[config.mk]
export PLATFORM = sky130hd
export DESIGN_NAME = seg_xlate
export DESIGN_NICKNAME = d
export VERILOG_FILES = /design/src/rtl/seg_xlate_pkg.sv /design/src/rtl/seg_table.sv /design/src/rtl/seg_check.sv /design/src/rtl/seg_rsp_reg.sv /design/src/rtl/seg_xlate.sv
export SDC_FILE = /design/constraint.sdc
export NUM_CORES = 1
export LEC_CHECK = 0
export ABC_AREA = 1
export BUFFER_PORTS_ARGS = -buffer_cell sky130_fd_sc_hd__buf_2
export CORE_MARGIN = 1
export CORE_UTILIZATION = 34
export CTS_CLUSTER_DIAMETER = 120
export DETAILED_ROUTE_END_ITERATION = 8
export GPL_TIMING_DRIVEN = 0
export PLACE_DENSITY = 0.58
export SYNTH_ARGS = -nofsm -noshare
export SYNTH_HDL_FRONTEND = slang
export SYNTH_SLANG_ARGS = --single-unit
[constraint.sdc]
create_clock -name clk -period 3.3 [get_ports clk]
set_clock_uncertainty 0.15 [all_clocks]
set_input_delay 0.33 -clock clk [delete_from_list [all_inputs] [get_ports clk]]
set_output_delay 0.33 -clock clk [all_outputs]
set_load 0.1 [all_outputs]
[src/rtl/seg_xlate_pkg.sv]
package seg_xlate_pkg;

  typedef enum logic [1:0] {
    PERM_NONE = 2'b00,
    PERM_RO   = 2'b01,
    PERM_RW   = 2'b10,
    PERM_EXEC = 2'b11
  } perm_e;

  typedef enum logic [1:0] {
    ACC_LOAD  = 2'b00,
    ACC_STORE = 2'b01,
    ACC_FETCH = 2'b10,
    ACC_LOAD2 = 2'b11
  } acc_e;

  // Whether a permission code grants an access kind.
  function automatic logic perm_grants(input logic [1:0] perm, input logic [1:0] kind);
    logic ok;
    case (perm_e'(perm))
      PERM_RO:   ok = (acc_e'(kind) == ACC_LOAD) || (acc_e'(kind) == ACC_LOAD2);
      PERM_RW:   ok = (acc_e'(kind) != ACC_FETCH);
      PERM_EXEC: ok = (acc_e'(kind) == ACC_FETCH);
      default:   ok = 1'b0;
    endcase
    return ok;
  endfunction

endpackage

[src/rtl/seg_table.sv]
module seg_table #(
  parameter int SEG_W  = 3,
  parameter int OFF_W  = 29,
  parameter int BASE_W = 32
) (
  input  logic              clk,
  input  logic              rst_n,
  input  logic              priv_mode,
  input  logic              wr_en,
  input  logic [SEG_W-1:0]  wr_idx,
  input  logic [BASE_W-1:0] wr_base,
  input  logic [OFF_W-1:0]  wr_size,
  input  logic [1:0]        wr_perm,
  output logic              wr_violation,
  input  logic [SEG_W-1:0]  lk_idx,
  output logic [BASE_W-1:0] lk_base,
  output logic [OFF_W-1:0]  lk_size,
  output logic [1:0]        lk_perm,
  input  logic [SEG_W-1:0]  rd_idx,
  output logic [BASE_W-1:0] rd_base,
  output logic [OFF_W-1:0]  rd_size,
  output logic [1:0]        rd_perm
);
  localparam int ENTRIES = 1 << SEG_W;

  logic [BASE_W-1:0] base_q [ENTRIES];
  logic [OFF_W-1:0]  size_q [ENTRIES];
  logic [1:0]        perm_q [ENTRIES];

  logic wr_ok;
  logic viol_d, viol_q;

  assign wr_ok  = wr_en & priv_mode;
  assign viol_d = wr_en & ~priv_mode;

  for (genvar e = 0; e < ENTRIES; e++) begin : g_entry
    logic ld;
    assign ld = wr_ok && (wr_idx == SEG_W'(e));

    always_ff @(posedge clk or negedge rst_n) begin
      if (!rst_n) begin
        base_q[e] <= '0;
        size_q[e] <= '0;
        perm_q[e] <= 2'b00;
      end else if (ld) begin
        base_q[e] <= wr_base;
        size_q[e] <= wr_size;
        perm_q[e] <= wr_perm;
      end
    end
  end

  always_ff @(posedge clk or negedge rst_n) begin
    if (!rst_n) viol_q <= 1'b0;
    else        viol_q <= viol_d;
  end

  assign wr_violation = viol_q;

  assign lk_base = base_q[lk_idx];
  assign lk_size = size_q[lk_idx];
  assign lk_perm = perm_q[lk_idx];
  assign rd_base = base_q[rd_idx];
  assign rd_size = size_q[rd_idx];
  assign rd_perm = perm_q[rd_idx];

  AST_WRV_PULSE: assert property (@(posedge clk) disable iff (!rst_n)
    (wr_en && !priv_mode) |=> wr_violation) else $error("wrv pulse");

  AST_WRV_QUIET: assert property (@(posedge clk) disable iff (!rst_n)
    !(wr_en && !priv_mode) |=> !wr_violation) else $error("wrv quiet");

  AST_TBL_HOLD_UNPRIV: assert property (@(posedge clk) disable iff (!rst_n)
    !(wr_en && priv_mode) |=>
      (!$stable(rd_idx) || ($stable(rd_base) && $stable(rd_size) && $stable(rd_perm))))
    else $error("table changed without privileged write");

endmodule

[src/rtl/seg_check.sv]
module seg_check
  import seg_xlate_pkg::*;
#(
  parameter int OFF_W  = 29,
  parameter int BASE_W = 32
) (
  input  logic [OFF_W-1:0]  offset,
  input  logic [1:0]        kind,
  input  logic [BASE_W-1:0] base,
  input  logic [OFF_W-1:0]  size,
  input  logic [1:0]        perm,
  output logic [BASE_W-1:0] paddr,
  output logic              bound_err,
  output logic              perm_err
);
  logic [BASE_W-1:0] sum;

  always_comb begin
    sum       = base + BASE_W'(offset);
    bound_err = (offset > size);
    perm_err  = !perm_grants(perm, kind);
    paddr     = (bound_err || perm_err) ? '0 : sum;
  end

  always_comb begin
    if (!bound_err && !perm_err)
      AST_SUM_PASSTHRU: assert (paddr - base == BASE_W'(offset)) else $error("sum");
  end

endmodule

[src/rtl/seg_rsp_reg.sv]
module seg_rsp_reg #(
  parameter int BASE_W = 32
) (
  input  logic              clk,
  input  logic              rst_n,
  input  logic              req_valid,
  input  logic [BASE_W-1:0] paddr_in,
  input  logic              berr_in,
  input  logic              perr_in,
  output logic              rsp_valid,
  output logic [BASE_W-1:0] rsp_paddr,
  output logic              rsp_bound_err,
  output logic              rsp_perm_err
);
  logic              vld_d, berr_d, perr_d;
  logic [BASE_W-1:0] pa_d;
  logic              vld_q, berr_q, perr_q;
  logic [BASE_W-1:0] pa_q;

  always_comb begin
    vld_d  = req_valid;
    pa_d   = req_valid ? paddr_in : '0;
    berr_d = req_valid & berr_in;
    perr_d = req_valid & perr_in;
  end

  always_ff @(posedge clk or negedge rst_n) begin
    if (!rst_n) begin
      vld_q  <= 1'b0;
      pa_q   <= '0;
      berr_q <= 1'b0;
      perr_q <= 1'b0;
    end else begin
      vld_q  <= vld_d;
      pa_q   <= pa_d;
      berr_q <= berr_d;
      perr_q <= perr_d;
    end
  end

  assign rsp_valid     = vld_q;
  assign rsp_paddr     = pa_q;
  assign rsp_bound_err = berr_q;
  assign rsp_perm_err  = perr_q;

  AST_IDLE_QUIET: assert property (@(posedge clk) disable iff (!rst_n)
    !rsp_valid |-> (rsp_paddr == '0 && !rsp_bound_err && !rsp_perm_err))
    else $error("idle outputs not zero");

  AST_ERR_ZERO_ADDR: assert property (@(posedge clk) disable iff (!rst_n)
    (rsp_bound_err || rsp_perm_err) |-> rsp_paddr == '0)
    else $error("address leaked on error");

endmodule

[src/rtl/seg_xlate.sv]
module seg_xlate
  import seg_xlate_pkg::*;
#(
  parameter int SEG_W  = 3,
  parameter int OFF_W  = 29,
  parameter int BASE_W = 32
) (
  input  logic                   clk,
  input  logic                   rst_n,
  input  logic                   req_valid,
  input  logic [SEG_W+OFF_W-1:0] req_vaddr,
  input  logic [1:0]             req_kind,
  output logic                   rsp_valid,
  output logic [BASE_W-1:0]      rsp_paddr,
  output logic                   rsp_bound_err,
  output logic                   rsp_perm_err,
  input  logic                   priv_mode,
  input  logic                   tbl_wr_en,
  input  logic [SEG_W-1:0]       tbl_wr_idx,
  input  logic [BASE_W-1:0]      tbl_wr_base,
  input  logic [OFF_W-1:0]       tbl_wr_size,
  input  logic [1:0]             tbl_wr_perm,
  output logic                   wr_violation,
  input  logic [SEG_W-1:0]       tbl_rd_idx,
  output logic [BASE_W-1:0]      tbl_rd_base,
  output logic [OFF_W-1:0]       tbl_rd_size,
  output logic [1:0]             tbl_rd_perm
);
  localparam int VA_W = SEG_W + OFF_W;

  logic [SEG_W-1:0]  seg_no;
  logic [OFF_W-1:0]  seg_off;
  logic [BASE_W-1:0] lk_base;
  logic [OFF_W-1:0]  lk_size;
  logic [1:0]        lk_perm;
  logic [BASE_W-1:0] x_paddr;
  logic              x_berr, x_perr;

  assign seg_no  = req_vaddr[VA_W-1:OFF_W];
  assign seg_off = req_vaddr[OFF_W-1:0];

  seg_table #(.SEG_W(SEG_W), .OFF_W(OFF_W), .BASE_W(BASE_W)) u_table (
    .clk          (clk),
    .rst_n        (rst_n),
    .priv_mode    (priv_mode),
    .wr_en        (tbl_wr_en),
    .wr_idx       (tbl_wr_idx),
    .wr_base      (tbl_wr_base),
    .wr_size      (tbl_wr_size),
    .wr_perm      (tbl_wr_perm),
    .wr_violation (wr_violation),
    .lk_idx       (seg_no),
    .lk_base      (lk_base),
    .lk_size      (lk_size),
    .lk_perm      (lk_perm),
    .rd_idx       (tbl_rd_idx),
    .rd_base      (tbl_rd_base),
    .rd_size      (tbl_rd_size),
    .rd_perm      (tbl_rd_perm)
  );

  seg_check #(.OFF_W(OFF_W), .BASE_W(BASE_W)) u_check (
    .offset    (seg_off),
    .kind      (req_kind),
    .base      (lk_base),
    .size      (lk_size),
    .perm      (lk_perm),
    .paddr     (x_paddr),
    .bound_err (x_berr),
    .perm_err  (x_perr)
  );

  seg_rsp_reg #(.BASE_W(BASE_W)) u_rsp (
    .clk           (clk),
    .rst_n         (rst_n),
    .req_valid     (req_valid),
    .paddr_in      (x_paddr),
    .berr_in       (x_berr),
    .perr_in       (x_perr),
    .rsp_valid     (rsp_valid),
    .rsp_paddr     (rsp_paddr),
    .rsp_bound_err (rsp_bound_err),
    .rsp_perm_err  (rsp_perm_err)
  );

  AST_RSP_LATENCY: assert property (@(posedge clk) disable iff (!rst_n)
    req_valid |=> rsp_valid) else $error("response missing");

  AST_NO_SPURIOUS: assert property (@(posedge clk) disable iff (!rst_n)
    !req_valid |=> !rsp_valid) else $error("spurious response");

  AST_BOUND_OK: assert property (@(posedge clk) disable iff (!rst_n)
    req_valid |=> (rsp_bound_err == ($past(seg_off) > $past(lk_size))))
    else $error("bound check mismatch");

  AST_STORE_NEEDS_RW: assert property (@(posedge clk) disable iff (!rst_n)
    (req_valid && req_kind == 2'b01) |=> (rsp_perm_err == ($past(lk_perm) != 2'b10)))
    else $error("store permission mismatch");

endmodule

==> results.md, run 1 <==
* Outcome: complete, no violations
* DRT Pass-1 Iters at 6
* Post-synth EDFFs at 0
* Clock-pin slew on the worst setup and hold paths at 0.06 ns
* CP max-delay cell: buf_2
* Critical path data required time at approximately 2.8 ns
* Layout Cells excl Fill at between 5,000 and 6,000
* CTS Sinks at 540
* Die Span Y at 300 µm
* Mapped Nets at 4,266
* Leakage at 16.8 nW
* Post-synthesis compound-gate area fraction at 0.273
* Clk_lat worst skew at 0.63 ns
* Final nets at 4,583
* Rows at 108
* Initial antenna violation count at 6
* Die ar. at 90,000 µm²
* CP Launch Point: tbl_rd_idx[1]
* Root cell of the clock tree: clkbuf_16
* H-tree depth at 3
* Slew @ Worst Pin at 1.12 ns
* Tmin final at 3.30 ns
* Final wirelength at 135 mm
* Delay-heaviest family, CP: buffers and inverters
* Crit-path cells: buf_2 > clkbuf_2 > clkbuf_1 > o21ai_0 > o21ai_0 > a21oi_1 > a31oi_1 > buf_2
* Slew headroom at 0.254
* Share of the clock period used by the worst path at 1.00
* Finished Cell Area at 36,100 µm²
* Max clock buf depth at 3
* P per Cell Area at 632 nW/µm²
* Fin util at 0.413
* CTS tree: yes
* Worst Hold Class: input port to register
* Buf/Inv on CP at 4
* Post-Syn Area at 30,200 µm²
* Max-slew violation count at 0
* Via Count at 31,900
* Area Overhead vs Synth at 19.4%
* TritonCTS Buffers at 66
* Crit path kind: input port to output port
* Synth unique cells at 35
* I/O Pins at 207
* Syn avg cell area at 7.37 µm²
* Synth Flop Type: dfrtp_1
* Final HPWL DP at 98.8 mm
* Main combinational cell family by area after synthesis: compound AO/OA/AOI/OAI gates
* Vias in the first global route at ~30,000
* Synth async-reset ratio at 1.00
* Post-Synth XOR/XNOR Area at 0.00522
* First-pass GRT wire length at 198 mm
* Setup Buffers After CTS at 0
* # setup viols final at 0
* Hold Startpoint: tbl_wr_size[22]
* Max-cap violations at 0
* Dpl cells at 5,460
* Worst EP arrival at roughly 2.8 ns
* FF+latch count, synth at 540
* Count of final hold-check violations at 0
* Unrepaired setup endpoints after global routing: true
* GP Congestion at 0.965
* Starting Density at 0.346
* Yosys warns at 0
* Core Area at 87,400 µm²
* Crit path launch type: input port
* Drt drc at 0
* Hold WS at 0.00270 ns
* I/O Buffers at 202
* Synth Area in Simple Gates at 0.164
* Max frequency at a little over 300 MHz
* Filler cell count at 9,168
* Tot Pwr at 22.8 mW
* Crit path max fanout at 10
* Adder-Cell Fraction of Synth Area at 0.0251
* DRC marker count from the first detailed-route iteration at 3,796
* Dpl cell area at 32,800 µm²
* GRT Util Overall at 0.295
* Setup crit end kind: output port
* GRT Residual Overflow at 0
* Largest net degree at the start of global routing at 114
* Delay of the slowest critical-path stage at 0.50 ns
* DRT antenna net count at 0
* Share of post-route cells with drive strength above 1 at 0.110
* Die X at 300 µm
* Reg-to-Reg Start: u_table.base_q[37]
* Peak VDD IR at 0.439 mV
* Syn Inst Count at approximately 4,100
* Post-synthesis sequential area ratio at 0.447
* DR WL/cell at 24.1 µm
* Fraction of synthesized area in multiplexers at 0
* Reg2reg setup slack at 0.26 ns
* Vias/cell at 5.69
==> stage by stage <==
| step | TNS, ns | setup WS [ns] |
|---|---|---|
| floorplan | 0 | 0.0354 |
| global placement | -5444.34 | -10.08 |
| detailed placement | -60.38 | -1.50 |
| CTS | 0 | 0.000734 |
| global route | -0.0103 | -0.00891 |
| finish | 0 | 0.000591 |
==> placed cells by master (no fill, tap or decap), types with 17 or more instances in the layout <==
cell	n
buf_1	17
nor2_1	205
buf_2	220
nand3_1	64
buf_4	18
dfrtp_1	540
a21oi_1	288
o21ai_0	1011
clkbuf_1	175
clkbuf_8	17
inv_1	347
o211ai_1	118
dlygate4sd3_1	43
nand2_1	960
ha_1	55
o21ai_1	21
clkbuf_2	52
clkbuf_16	71
a31oi_1	67
==> power by group <==
group / internal, mW / switching, mW / leakage (nW)
Sequential: 7.93 / 0.880 / 6.90
Combinational: 1.75 / 4.33 / 8.80
Clock: 4.81 / 3.10 / 1.14
Total: 14.5 / 8.31 / 16.8
==> cells in the mapped netlist (2+ instances only) <==
cell      number  area, µm²
a221oi_1       2       17.5
xor2_1         3       26.3
nand2_1      961       3610
nor2_1       205        769
nor3_1         9       45.0
o21a_1         3       22.5
inv_1        347       1300
o21ai_1       15       75.1
a21oi_1      289       1450
clkbuf_1     232        871
a31oi_1       93        582
and2_1         2       12.5
buf_4          5       37.5
nand3_1       65        325
xnor2_1       15        131
o21ai_0     1029       5150
buf_1         23       86.3
buf_6          8       90.1
o21bai_1      10       75.1
nor2_2        10       62.6
o211ai_1     118        886
buf_2         32        160
dfrtp_1      540      13500
nand3b_1       7       52.6
inv_2          3       11.3
nand4_1        5       31.3
ha_1          59        738
==> worst paths after layout <==
kind,end,cells past startpoint
max,tbl_rd_base[6],8
min,u_table.size_q[225],3
max reg2reg,u_rsp.rsp_paddr[31],16
min reg2reg,u_table.size_q[9],2
max in group asynchronous,u_table.base_q[142],5
min in group asynchronous,u_table.size_q[65],2
==> layout make-up <==
cell class | instances | area [µm²] | area share
antenna | 1 | 2.50 | 0.0000694
buffer | 299 | 1400 | 0.0388
clock buffer | 94 | 2020 | 0.0561
clock inverter | 22 | 305 | 0.00846
inverter | 351 | 1320 | 0.0365
multi-input combinational | 2907 | 14500 | 0.401
sequential | 540 | 13500 | 0.375
tap | 1155 | 1450 | 0.0401
timing repair buffer | 250 | 1610 | 0.0445
==> layer usage <==
layer	GRT usage	routed length [µm]
met5	0	75
met3	0.0618	13700
met1	0.404	56400
met4	0.151	7390
met2	0.437	57700
==> worst register-to-register path, delay by kind of cell (launching register included) <==
family | cells | cell delay [ns]
flip-flops | 1 | 0.37
AO/OA/AOI/OAI | 5 | 1.03
AND/OR/NAND/NOR | 9 | 0.97
adder cells (fa/ha/maj) | 1 | 0.39
buffers and inverters | 1 | 0.05
==> kinds of logic (layout without fill, tap and decap cells) <==
group                      after synthesis  in the layout
AOI/OAI and AO/OA                     1560           1560
and+or+nand+nor                       1269           1269
buffers and inverters                  651           1016
DFF                                    540            540
adders and majority gates               60             60
xor gates and xnor gates                18             18
other                                    0              1
==> what timing repair did <==
item,in CTS,in global routing
resized for setup,101,112
hold buffers,43,0
endpoints found under the setup margin,96,45
hold endpoints to repair,324,0
pin swaps,1,2
cloned,0,0
==> registers in the layout (all words and copies together), names as in the netlist <==
name                  cells
u_rsp.rsp_bound_err       1
u_rsp.rsp_valid           1
u_rsp.rsp_perm_err        1
u_table.wr_violation      1
u_table.size_q          232
u_rsp.rsp_paddr          32
u_table.perm_q           16
u_table.base_q          256
Note: power is estimated with default switching activity, not from simulation.
==> inputs of run 2 (changes only) <==
==> constraint.sdc (replaced) <==
create_clock -name clk -period 3.9 [get_ports clk]
set_clock_uncertainty 0.15 [all_clocks]
set_input_delay 0.39 -clock clk [delete_from_list [all_inputs] [get_ports clk]]
set_output_delay 0.39 -clock clk [all_outputs]
set_load 0.1 [all_outputs]
==> run 2 against run 1 <==
Effect of this change: the flow now finishes with violations (hold timing, setup timing); clock power down 25%; cell area down 2.4%; combinational power down 17%; critical path depth down 1; flip-flop and latch count unchanged; sequential share of layout area up 0.93 points; critical path type unchanged; utilization down 0.99 points; setup slack worse by 0.078 ns; largest power group unchanged; largest cell class unchanged; register-to-register slack better by 0.22 ns.
==> results.md, run 2 (synthesis results as in run 1) <==
* Switching part of the total at 0.375 (was 0.364)
* H-tree depth at 2 (was 3)
* Clk pwr share at 0.322 (was 0.347)
* Internal Power at 11.5 mW (was 14.5 mW)
* Final HPWL DP at 98.5 mm (was 98.8 mm)
* Setup crit end kind: output port (unchanged)
* Share of the clock period used by the worst path at 1.02
* Clock-pin slew on the worst setup and hold paths at 0.06 ns (about the same)
* Sequential cell area at 13,500 µm² (unchanged)
* Clk_lat worst skew at 0.66 ns (was 0.63 ns)
* First-pass GRT wire length at 198 mm (about the same)
* Initial antenna violation count at 6 (unchanged)
* Count of final hold-check violations at 1 (was 0)
* Tot Pwr at 18.4 mW (was 22.8 mW)
* # setup viols final at 6 (was 0)
* Worst Hold Class: input port to register (unchanged)
* P per Cell Area at 523 nW/µm² (was 632 nW/µm²)
* Most common cell after layout, fill and taps aside: o21ai_0 (unchanged)
* I/O Buffers at 202 (unchanged)
* Final setup TNS at -0.255 ns (was 0 ns)
* DRC marker count from the first detailed-route iteration at 4,265 (was 3,796)
* Min-Delay Path Depth at 3 (unchanged)
* CP max-delay cell: buf_2 (unchanged)
* CTS tree: yes (unchanged)
* Max frequency at 251 MHz
* Drt drc at 0 (unchanged)
* GRT Util Overall at 0.293 (was 0.295)
* Multi-input logic area at 14,200 µm² (was 14,500 µm²)
* Largest net degree at the start of global routing at 119 (was 114)
* Crit path kind: input port to output port (unchanged)
* Most frequent cells in the layout: o21ai_0 (1,021), nand2_1 (961), dfrtp_1 (540) (was o21ai_0 (1,011), nand2_1 (960), dfrtp_1 (540))
* Root cell of the clock tree: clkbuf_16 (unchanged)
* Worst r2r path cells at 16 (unchanged)
* Net Switching at 6.91 mW (was 8.31 mW)
* Outcome: finished, violations left (was complete, no violations)
* GRT Residual Overflow at 0 (unchanged)
* Most frequent CP cell: buf_2
* Max reg flops at 256 (unchanged)
* Slew headroom at 0.209 (was 0.254)
* Fin util at 0.403 (was 0.413)
* Die ar. at 90,000 µm² (unchanged)
* Share of post-route cells with drive strength above 1 at 0.0886 (was 0.110)
* Failing checks: hold timing, setup timing
* Critical path data required time at 3.36 ns (was 2.82 ns)
* Filler cell count at 9,217 (was 9,168)
* Slew @ Worst Pin at 1.19 ns (was 1.12 ns)
* Via Count at 31,800 (was 31,900)
* Crit path launch type: input port (unchanged)
* Crit-path cells: buf_2 > buf_2 > buf_2 > buf_2 > o21ai_0 > a31oi_1 > buf_2 (was buf_2 > clkbuf_2 > clkbuf_1 > o21ai_0 > o21ai_0 > a21oi_1 > a31oi_1 > buf_2)
* Vias/cell at 5.68 (was 5.69)
* Max clock buf depth at 3 (unchanged)
* DR WL/cell at 24.1 µm (about the same)
* Die X at 300 µm (unchanged)
* Hold WS at -0.0000131 ns (was 0.00270 ns)
* Buf/Inv on CP at 5 (was 4)
* Die Span Y at 300 µm (unchanged)
* Delay of the slowest critical-path stage at 0.58 ns (was 0.50 ns)
* Rows at 108 (unchanged)
* CTS Sinks at 540 (unchanged)
* Seq pwr share at 0.404 (was 0.386)
* CP Depth at 7 (was 8)
* Vias in the first global route at 29,800 (was 29,900)
* Max-slew violation count at 0 (unchanged)
* GP Congestion at 0.961 (was 0.965)
* Core Area at 87,400 µm² (unchanged)
* Starting Density at 0.346 (unchanged)
* Worst EP arrival at 3.44 ns (was 2.82 ns)
* Delay-heaviest family, CP: buffers and inverters (unchanged)
* Crit path max fanout at 10 (unchanged)
* Final wirelength at 135 mm (about the same)
* DRT antenna net count at 0 (unchanged)
* I/O Pins at 207 (unchanged)
* Tmin final at 3.98 ns
* Setup Buffers After CTS at 0 (unchanged)
* Final WS setup at -0.0776 ns (was 0.000591 ns)
* DRT Pass-1 Iters at 6 (unchanged)
* Leakage at 16.4 nW (was 16.8 nW)
* Area Overhead vs Synth at 16.6% (was 19.4%)
* Max-cap violations at 0 (unchanged)
* Peak VDD IR at 0.427 mV (was 0.439 mV)
* Most flops, register: u_table.base_q (unchanged)
* Unrepaired setup endpoints after global routing: false (was true)
* Final nets at 4,563 (was 4,583)
* Combinational fraction of design power at 0.274 (was 0.267)
* Dpl ws at -0.974 ns (was -1.50 ns)
* TritonCTS Buffers at 60 (was 66)
[run 2: changes by cell type in the layout (fill, tap and decap cells not counted), moves of 11 or more]
| cell | change |
|---|---|
| clkbuf_4 | -14 |
| dlygate4sd3_1 | -12 |
| clkbuf_2 | -42 |
| clkbuf_1 | +55 |
| buf_2 | +15 |
| clkbuf_16 | -11 |
| o21ai_2 | -11 |
| buf_4 | -13 |
| a31oi_1 | +15 |
| a31oi_4 | -11 |
[run 2: metrics by stage]
| step | cell area, µm² | std cells |
|---|---|---|
| floorplan | 30200 | 4098 |
| finish | 35200 | 5604 |
| global route | 35200 | 5601 |
| global placement | 32700 | 5455 |
| detailed placement | 32800 | 5459 |
| CTS | 35100 | 5601 |
[run 2: power by group through the flow]
| stage | combinational (mW) | clock, mW | sequential, mW |
|---|---|---|---|
| floorplan | 3.30 | 0 | 7.54 |
| global placement | 4.84 | 0 | 7.47 |
| detailed placement | 4.93 | 0 | 7.49 |
| CTS | 4.97 | 5.95 | 7.41 |
| global route | 5.57 | 6.16 | 7.57 |
| finish | 5.05 | 5.92 | 7.44 |
[run 2: final cells by class]
type / instances / share of cell area
diodes: 4 / 0.000284
inverters: 351 / 0.0374
repair buffers: 237 / 0.0409
clock buffers: 86 / 0.0497
multi-input cells: 2907 / 0.403
flip-flops and latches: 540 / 0.384
well taps: 1155 / 0.0410
plain buffers: 298 / 0.0360
clock inverters: 26 / 0.00746
[run 2: worst paths after layout]
path,to,startpoint,slack (ns)
setup / recovery,tbl_rd_perm[1],tbl_rd_idx[0],-0.08
hold / removal,u_table.size_q[229],tbl_wr_size[26],-0.00001
setup reg to reg,u_rsp.rsp_paddr[31],u_table.base_q[5],0.48
hold reg to reg,u_table.base_q[211],u_table.base_q[211],0.33
max in group asynchronous,u_table.base_q[120],rst_n,1.65
min in group asynchronous,u_table.size_q[180],rst_n,0.22
[run 2: repair_timing]
| item | in CTS | in global routing |
|---|---|---|
| gates cloned | 0 | 0 |
| resized for setup | 8 | 34 |
| setup endpoints to repair | 30 | 34 |
| pin swaps | 0 | 0 |
| hold buffers | 31 | 0 |
| endpoints found under the hold margin | 236 | 0 |
[run 2: layer usage]
metal	global-route usage	wire, µm	share of wire	vias up
met5	0	57	0.00042	-
met4	0.142	7240	0.054	8
met3	0.0556	13400	0.099	354
met2	0.439	57500	0.43	1714
met1	0.407	56600	0.42	15400
li1	-	-	-	14300
[run 2: worst reg2reg max path, stage by stage (launching register included)]
cell	delay (ns)
dfrtp_1	0.39
nor2_1	0.06
o21ai_0	0.33
a21oi_1	0.09
a31oi_1	0.70
ha_1	0.44
nand2_1	0.13
inv_1	0.05
a21oi_1	0.13
nand2_1	0.14
nand2_1	0.10
nand3_1	0.14
nand2_1	0.14
nand2_1	0.06
nand2_1	0.05
nand2_1	0.10
nor2_1	0.12
